`src/rtl/wrc_pkg.sv`:
```
package wrc_pkg;
  typedef enum logic [1:0] {
    K_NARROW  = 2'd0,
    K_WIDE    = 2'd1,
    K_SPECIAL = 2'd2
  } wr_kind_e;
endpackage

```
`src/rtl/wrc_decode.sv`:
```
module wrc_decode
  import wrc_pkg::*;
#(
  parameter int ADDR_W     = 16,
  parameter int OFF_W      = 13,
  parameter int LANE_W     = 2,
  parameter int WIDE_LIMIT = 'h400,
  parameter int SPEC_OFF_A = 'h830,
  parameter int SPEC_OFF_B = 'ha10,
  parameter int TIMER_OFF  = 'h420
) (
  input  logic [ADDR_W-1:0]        addr,
  output wr_kind_e                 kind,
  output logic [LANE_W-1:0]        lane,
  output logic [ADDR_W-LANE_W-3:0] tag,
  output logic                     is_top,
  output logic                     timer_clr
);
  localparam int ALIGN = LANE_W + 2;
  localparam int PAGE_W = ADDR_W - OFF_W;
  localparam logic [OFF_W-1:0] SA = OFF_W'(SPEC_OFF_A);
  localparam logic [OFF_W-1:0] SB = OFF_W'(SPEC_OFF_B);
  localparam logic [OFF_W-1:0] TM = OFF_W'(TIMER_OFF);
  localparam logic [OFF_W-1:0] WL = OFF_W'(WIDE_LIMIT);

  logic [OFF_W-1:0]  off;
  logic [PAGE_W-1:0] page;
  logic              spec;

  assign off  = addr[OFF_W-1:0];
  assign page = addr[ADDR_W-1:OFF_W];
  assign lane = addr[ALIGN-1:2];
  assign tag  = addr[ADDR_W-1:ALIGN];
  assign is_top = &lane;
  assign spec = (off[OFF_W-1:ALIGN] == SA[OFF_W-1:ALIGN]) ||
                (off[OFF_W-1:ALIGN] == SB[OFF_W-1:ALIGN]);
  assign timer_clr = (off[OFF_W-1:2] == TM[OFF_W-1:2]) && (page == '0);

  always_comb begin
    if (spec)            kind = K_SPECIAL;
    else if (off < WL)   kind = K_WIDE;
    else                 kind = K_NARROW;
  end
endmodule

```
`src/rtl/wrc_collector.sv`:
```
module wrc_collector
  import wrc_pkg::*;
#(
  parameter int DATA_W = 32,
  parameter int LANES  = 4,
  parameter int TAG_W  = 12,
  localparam int LANE_W = $clog2(LANES),
  localparam int WIDE_W = DATA_W * LANES
) (
  input  logic              clk,
  input  logic              rst,
  input  logic              wr_en,
  input  wr_kind_e          kind,
  input  logic [LANE_W-1:0] lane,
  input  logic [TAG_W-1:0]  tag,
  input  logic              is_top,
  input  logic              timer_clr,
  input  logic [DATA_W-1:0] wr_data,
  output logic              fire,
  output logic [WIDE_W-1:0] fire_data
);
  logic [LANES-1:0]  valid_q;
  logic [TAG_W-1:0]  tag_q;
  logic [DATA_W-1:0] data_q [LANES];

  logic match, empty, accept, full_norm, spec_top, spec_full, clear;
  logic [LANES-1:0] lane_hot, valid_after;

  assign match    = (tag_q == tag);
  assign empty    = (valid_q == '0);
  assign lane_hot = LANES'(1) << lane;
  assign accept   = wr_en && (kind == K_WIDE || (kind == K_SPECIAL && !is_top)) &&
                    (empty || match);
  assign valid_after = valid_q | (accept ? lane_hot : '0);
  assign full_norm = accept && (kind == K_WIDE) && (&valid_after);
  assign spec_top  = wr_en && (kind == K_SPECIAL) && is_top;
  assign spec_full = spec_top && match && (&valid_q[LANES-2:0]);
  assign fire      = full_norm || spec_top;
  assign clear     = (wr_en && timer_clr) || full_norm || (spec_top && match);

  always_ff @(posedge clk) begin
    if (rst) begin
      valid_q <= '0;
      tag_q   <= '0;
    end else if (clear) begin
      valid_q <= '0;
    end else if (accept) begin
      valid_q <= valid_after;
      tag_q   <= tag;
    end
  end

  for (genvar i = 0; i < LANES; i++) begin : g_lane
    logic [DATA_W-1:0] merged;
    assign merged = (accept && lane_hot[i]) ? wr_data : data_q[i];

    always_ff @(posedge clk) begin
      if (accept && lane_hot[i]) data_q[i] <= wr_data;
    end

    if (i == LANES - 1) begin : g_top
      assign fire_data[i*DATA_W +: DATA_W] = spec_top ? wr_data : merged;
    end else begin : g_low
      assign fire_data[i*DATA_W +: DATA_W] =
        spec_top ? (spec_full ? data_q[i] : '0) : merged;
    end
  end

  // a mismatching ordinary write leaves the collector untouched
  a_r5_drop_keeps_state: assert property (@(posedge clk) disable iff (rst)
    (wr_en && kind == K_WIDE && !empty && !match) |=> ($stable(valid_q) && $stable(tag_q)));

  // page-0 timer write empties the collector
  a_r11_timer_clears: assert property (@(posedge clk) disable iff (rst)
    (wr_en && timer_clr) |=> (valid_q == '0));

  // top write of the held descriptor register empties the collector
  a_r7_top_clears: assert property (@(posedge clk) disable iff (rst)
    (spec_top && match) |=> (valid_q == '0));

  // a conflicting low descriptor write is not collected
  a_r8_spec_drop: assert property (@(posedge clk) disable iff (rst)
    (wr_en && kind == K_SPECIAL && !is_top && !empty && !match) |=> $stable(valid_q));
endmodule

```
`src/rtl/wrc_commit_reg.sv`:
```
module wrc_commit_reg #(
  parameter int ADDR_W = 16,
  parameter int WIDE_W = 128
) (
  input  logic              clk,
  input  logic              rst,
  input  logic              in_valid,
  input  logic              in_wide,
  input  logic [ADDR_W-1:0] in_addr,
  input  logic [WIDE_W-1:0] in_data,
  output logic              out_valid,
  output logic              out_wide,
  output logic [ADDR_W-1:0] out_addr,
  output logic [WIDE_W-1:0] out_data
);
  always_ff @(posedge clk) begin
    if (rst) begin
      out_valid <= 1'b0;
      out_wide  <= 1'b0;
      out_addr  <= '0;
      out_data  <= '0;
    end else begin
      out_valid <= in_valid;
      if (in_valid) begin
        out_wide <= in_wide;
        out_addr <= in_addr;
        out_data <= in_data;
      end
    end
  end
endmodule

```
`src/rtl/wrc_top.sv`:
```
module wrc_top
  import wrc_pkg::*;
#(
  parameter int ADDR_W     = 16,
  parameter int DATA_W     = 32,
  parameter int LANES      = 4,
  parameter int OFF_W      = 13,
  parameter int WIDE_LIMIT = 'h400,
  parameter int SPEC_OFF_A = 'h830,
  parameter int SPEC_OFF_B = 'ha10,
  parameter int TIMER_OFF  = 'h420,
  localparam int LANE_W = $clog2(LANES),
  localparam int ALIGN  = LANE_W + 2,
  localparam int TAG_W  = ADDR_W - ALIGN,
  localparam int WIDE_W = DATA_W * LANES
) (
  input  logic              clk,
  input  logic              rst,
  input  logic              wr_en,
  input  logic [ADDR_W-1:0] wr_addr,
  input  logic [DATA_W-1:0] wr_data,
  output logic              commit_valid,
  output logic              commit_wide,
  output logic [ADDR_W-1:0] commit_addr,
  output logic [WIDE_W-1:0] commit_data
);
  wr_kind_e          kind;
  logic [LANE_W-1:0] lane;
  logic [TAG_W-1:0]  tag;
  logic              is_top, timer_clr, fire;
  logic [WIDE_W-1:0] fire_data;
  logic              nx_valid, narrow;
  logic [ADDR_W-1:0] nx_addr;
  logic [WIDE_W-1:0] nx_data;

  wrc_decode #(
    .ADDR_W(ADDR_W), .OFF_W(OFF_W), .LANE_W(LANE_W), .WIDE_LIMIT(WIDE_LIMIT),
    .SPEC_OFF_A(SPEC_OFF_A), .SPEC_OFF_B(SPEC_OFF_B), .TIMER_OFF(TIMER_OFF)
  ) u_dec (
    .addr(wr_addr), .kind(kind), .lane(lane), .tag(tag),
    .is_top(is_top), .timer_clr(timer_clr)
  );

  wrc_collector #(.DATA_W(DATA_W), .LANES(LANES), .TAG_W(TAG_W)) u_col (
    .clk(clk), .rst(rst), .wr_en(wr_en), .kind(kind), .lane(lane), .tag(tag),
    .is_top(is_top), .timer_clr(timer_clr), .wr_data(wr_data),
    .fire(fire), .fire_data(fire_data)
  );

  assign narrow   = wr_en && (kind == K_NARROW);
  assign nx_valid = narrow || fire;
  assign nx_addr  = narrow ? {wr_addr[ADDR_W-1:2], 2'b00} : {tag, {ALIGN{1'b0}}};
  assign nx_data  = narrow ? {{(WIDE_W-DATA_W){1'b0}}, wr_data} : fire_data;

  wrc_commit_reg #(.ADDR_W(ADDR_W), .WIDE_W(WIDE_W)) u_out (
    .clk(clk), .rst(rst), .in_valid(nx_valid), .in_wide(!narrow),
    .in_addr(nx_addr), .in_data(nx_data),
    .out_valid(commit_valid), .out_wide(commit_wide),
    .out_addr(commit_addr), .out_data(commit_data)
  );

  // a descriptor top write always commits wide next cycle
  a_r6_top_commits: assert property (@(posedge clk) disable iff (rst)
    (wr_en && kind == K_SPECIAL && is_top) |=> (commit_valid && commit_wide));

  // bypass writes commit narrow next cycle
  a_r10_narrow_next: assert property (@(posedge clk) disable iff (rst)
    (wr_en && kind == K_NARROW) |=> (commit_valid && !commit_wide));

  // no commit appears without a write in the cycle before
  a_r3_commit_needs_write: assert property (@(posedge clk) disable iff (rst)
    commit_valid |-> $past(wr_en));

  // a narrow commit carries zero above its dword
  a_r10_narrow_upper_zero: assert property (@(posedge clk) disable iff (rst)
    (commit_valid && !commit_wide) |-> (commit_data[WIDE_W-1:DATA_W] == '0));
endmodule

```
`config.mk`:
```
export PLATFORM = sky130hd
export DESIGN_NAME = wrc_top
export DESIGN_NICKNAME = d
export VERILOG_FILES = /design/src/rtl/wrc_pkg.sv /design/src/rtl/wrc_decode.sv /design/src/rtl/wrc_collector.sv /design/src/rtl/wrc_commit_reg.sv /design/src/rtl/wrc_top.sv
export SDC_FILE = /design/constraint.sdc
export NUM_CORES = 1
export LEC_CHECK = 0
export ABC_AREA = 1
export CORE_ASPECT_RATIO = 0.9
export CORE_MARGIN = 8
export CORE_UTILIZATION = 40
export DETAILED_ROUTE_END_ITERATION = 10
export GPL_ROUTABILITY_DRIVEN = 1
export PLACE_DENSITY = 0.71
export REMOVE_ABC_BUFFERS = 1
export SLEW_MARGIN = 10
export SYNTH_ARGS = -nofsm -noshare
export SYNTH_HDL_FRONTEND = slang
export SYNTH_HIERARCHICAL = 1
export SYNTH_SLANG_ARGS = --single-unit
```
`constraint.sdc`:
```
create_clock -name clk -period 5.73 [get_ports clk]
set_clock_uncertainty 0.2 [all_clocks]
set_input_delay 1.4325 -clock clk [delete_from_list [all_inputs] [get_ports clk]]
set_output_delay 1.4325 -clock clk [all_outputs]
set_load 0.01 [all_outputs]
```
==> out/metrics.csv <==
stage;metric;value;unit
run_status;outcome;finished clean;
routing;drtAntennaViolNets;0;
routing;wire_per_inst;12.6;um
global_route;overflow;0;
global_route;antenna_found_initial;1;
floorplan;rows;66;
routing;top_layer;met4;
synthesis;synth_edf_count;0;
clock_network;cts_tree;done;
power_and_ir_drop;p_per_area;326;nW/um^2
floorplan;die_h;197;um
synthesis;yosysSeqAreaShare;39.7;%
power_and_ir_drop;vdd_drop_max;0.191;mV
min_path;hold_class;flop to flop;
job;maxCapViolCount;0;
place;place.gp.congestion;0.799;
cells_and_area;fin_nets;2495;
place;portBuffers;194;
clock_network;cts_inserted_buffers;35;
routing;wl_met1;16900;um
sta;fin_crit_sh;84.3;%
synthesis;synthFlopType;dfxtp_1;
cells_and_area;drive_gt1_share;5.91;%
synthesis;synthCells;2337;
floorplan;core_area;36100;um^2
critical_path;reg2reg_depth;17;
cells_and_area;multiInputGateArea;6250;um^2
sta;slew_headroom;25.6;%
sta;setup_viol;0;
critical_path;startpoint_type;input port;
clock_network;clk_latency;520;ps
power_and_ir_drop;leakagePower;0.00819;uW
sta;post-route-min-period;4830;ps
power_and_ir_drop;total_power;5740;uW
sta;whs;267;ps
place;dp_cells;2883;
critical_path;crit_required;5930;ps
global_route;grt_pass1_vias;12600;
clock_network;path_clk_slew;60;ps
sta;finalMaxSlewViolations;0;
clock_network;cts-root-buf;clkbuf_16;
sta;setup_tns;0;ps
floorplan;die_area;42900;um^2
routing;wl_met2;17200;um
routing;drt_iter0_markers;677;
cells_and_area;layout_common_cells;nand2_1, inv_1, nor2_1;
sta;max_clock_freq;0.207;GHz
routing;vias;13300;
cells_and_area;final_common_cell;nand2_1;
critical_path;path_max_fanout;90;
clock_network;post_cts_buffers;0;
cells_and_area;finalNonFillerCells;2946;
floorplan;start_util;40.5;%
synthesis;synthesis.area;14600;um^2
cells_and_area;final_core_util;48.8;%
clock_network;htree_levels;2;
routing;wl_met3;2110;um
clock_network;cts.path.max_buffers;3;
sta;hold_viol_final;0;
routing;drc;0;
synthesis;synth_cell_types;29;
routing;firstDrtPassIters;5;
clock_network;cts_hold_buf;0;
routing;vias_per_cell;4.51;
global_route;gr-usage-all-layers;17.1;%
critical_path;criticalPathCategory;input port to flop;
critical_path;setup.worst_path.end_class;flop;
critical_path;arrival;5030;ps
synthesis;synth-seq-cells;290;
synthesis;yosys_warnings;6;
cells_and_area;syn_to_final_growth;20.5;%
sta;worst_pin_slew;1120;ps
synthesis;async_flop_share;0;%
floorplan;ios;197;
min_path;worstHoldPathCells;2;
clock_network;clkSinkCount;290;
place;hpwlAfterDp;23100;um
floorplan;fp.dieW;217;um
routing;wirelength;37200;um
global_route;grt_pass1_wl;62100;um
cells_and_area;fillers;3585;
synthesis;synth.avg_cell_area;6.25;um^2
global_route;grt_start_max_net_pins;97;
cells_and_area;seqCellArea;5810;um^2
clock_network;ctsResizeCount;0;
sta;rsz0062_at_grt;false;
-- state kept, by name (all words and copies together) (netlist names) --
name             cells
u_col/valid_q        4
u_out/out_addr      16
u_out/out_data     128
u_col/tag_q         12
u_col/data_q       128
u_out/out_valid      1
u_out/out_wide       1
-- synthesized netlist by cell type (2+ instances only) --
cell type | n | area share, %
nand2_1 | 711 | 18
inv_1 | 416 | 11
nor2_1 | 409 | 11
dfxtp_1 | 290 | 40
o21ai_1 | 120 | 4.1
o21ai_0 | 97 | 3.3
nand3_1 | 50 | 1.7
clkbuf_1 | 40 | 1.0
o21ai_2 | 40 | 2.4
buf_2 | 38 | 1.3
buf_4 | 32 | 1.6
buf_6 | 27 | 2.1
nand4_1 | 14 | 0.60
nor2_2 | 11 | 0.47
clkbuf_8 | 8 | 0.75
clkinv_1 | 7 | 0.18
inv_2 | 7 | 0.18
a21oi_1 | 4 | 0.14
xnor2_1 | 4 | 0.24
nand2_2 | 2 | 0.086
nor3_1 | 2 | 0.069
-- area by class of cell --
type                            count  area share (%)
Sequential cell                   290            33.0
Clock inverter                      9           0.555
Multi-Input combinational cell   1472            35.5
Inverter                          430            9.20
Tap cell                          476            3.38
Antenna cell                        1          0.0142
Timing Repair Buffer              215            12.3
Clock buffer                       53            6.06
-- cells by family (layout without fill, tap and decap cells) --
| logic type | after synthesis | count (layout) | share of synthesized area (%) |
|---|---|---|---|
| xor+xnor | 4 | 4 | 0.240 |
| buf+inv | 576 | 707 | 17.9 |
| other cells | 1 | 3 | 0.0257 |
| flops | 290 | 290 | 39.7 |
| simple gates | 1203 | 1203 | 32.0 |
| compound gates | 263 | 263 | 10.1 |
-- final timing paths --
kind,end,slack (ps),from
worst max-delay path,u_out/out_data[101],900,wr_addr[10]
worst min-delay path,u_out/out_data[108],270,u_out/out_data[108]
worst max register to register,u_out/out_data[101],2820,u_col/tag_q[7]
worst min register to register,u_out/out_data[108],270,u_out/out_data[108]
-- per-layer routing --
layer | up-vias | GRT usage [%]
met5 | - | 0
met4 | 0 | 5.88
met3 | 61 | 3.66
met2 | 285 | 29.5
met1 | 5865 | 20.8
li1 | 7089 | -
-- report_power, final --
| group | switching (uW) | internal [uW] |
|---|---|---|
| logic | 643 | 477 |
| clock network | 854 | 1370 |
| registers | 116 | 2270 |
-- metrics by stage --
stage	cell area [um^2]	setup WS [ps]
after detailed placement	16400	386
final	17600	897
after CTS	17600	917
after global routing	17600	558
after global placement	16400	524
after floorplan	13600	-4570
-- critical path, cell delays in order --
cell and delay (ps):
clkdlybuf4s50_1 550, inv_1 100, nand2_1 70, nor2_1 120, nand2_1 80, a21oi_2 220, inv_1 80, nor2_1 210
nand2_1 80, o21ai_1 480, nand3_4 120, nand2_1 80, inv_1 50, nor2_1 120, nand2_2 220, nand2_1 110
inv_1 60, nand2_4 190, buf_12 350, nand2_1 120, nand2_1 70, nor2_1 50
Power figures use the tool's default switching activity.
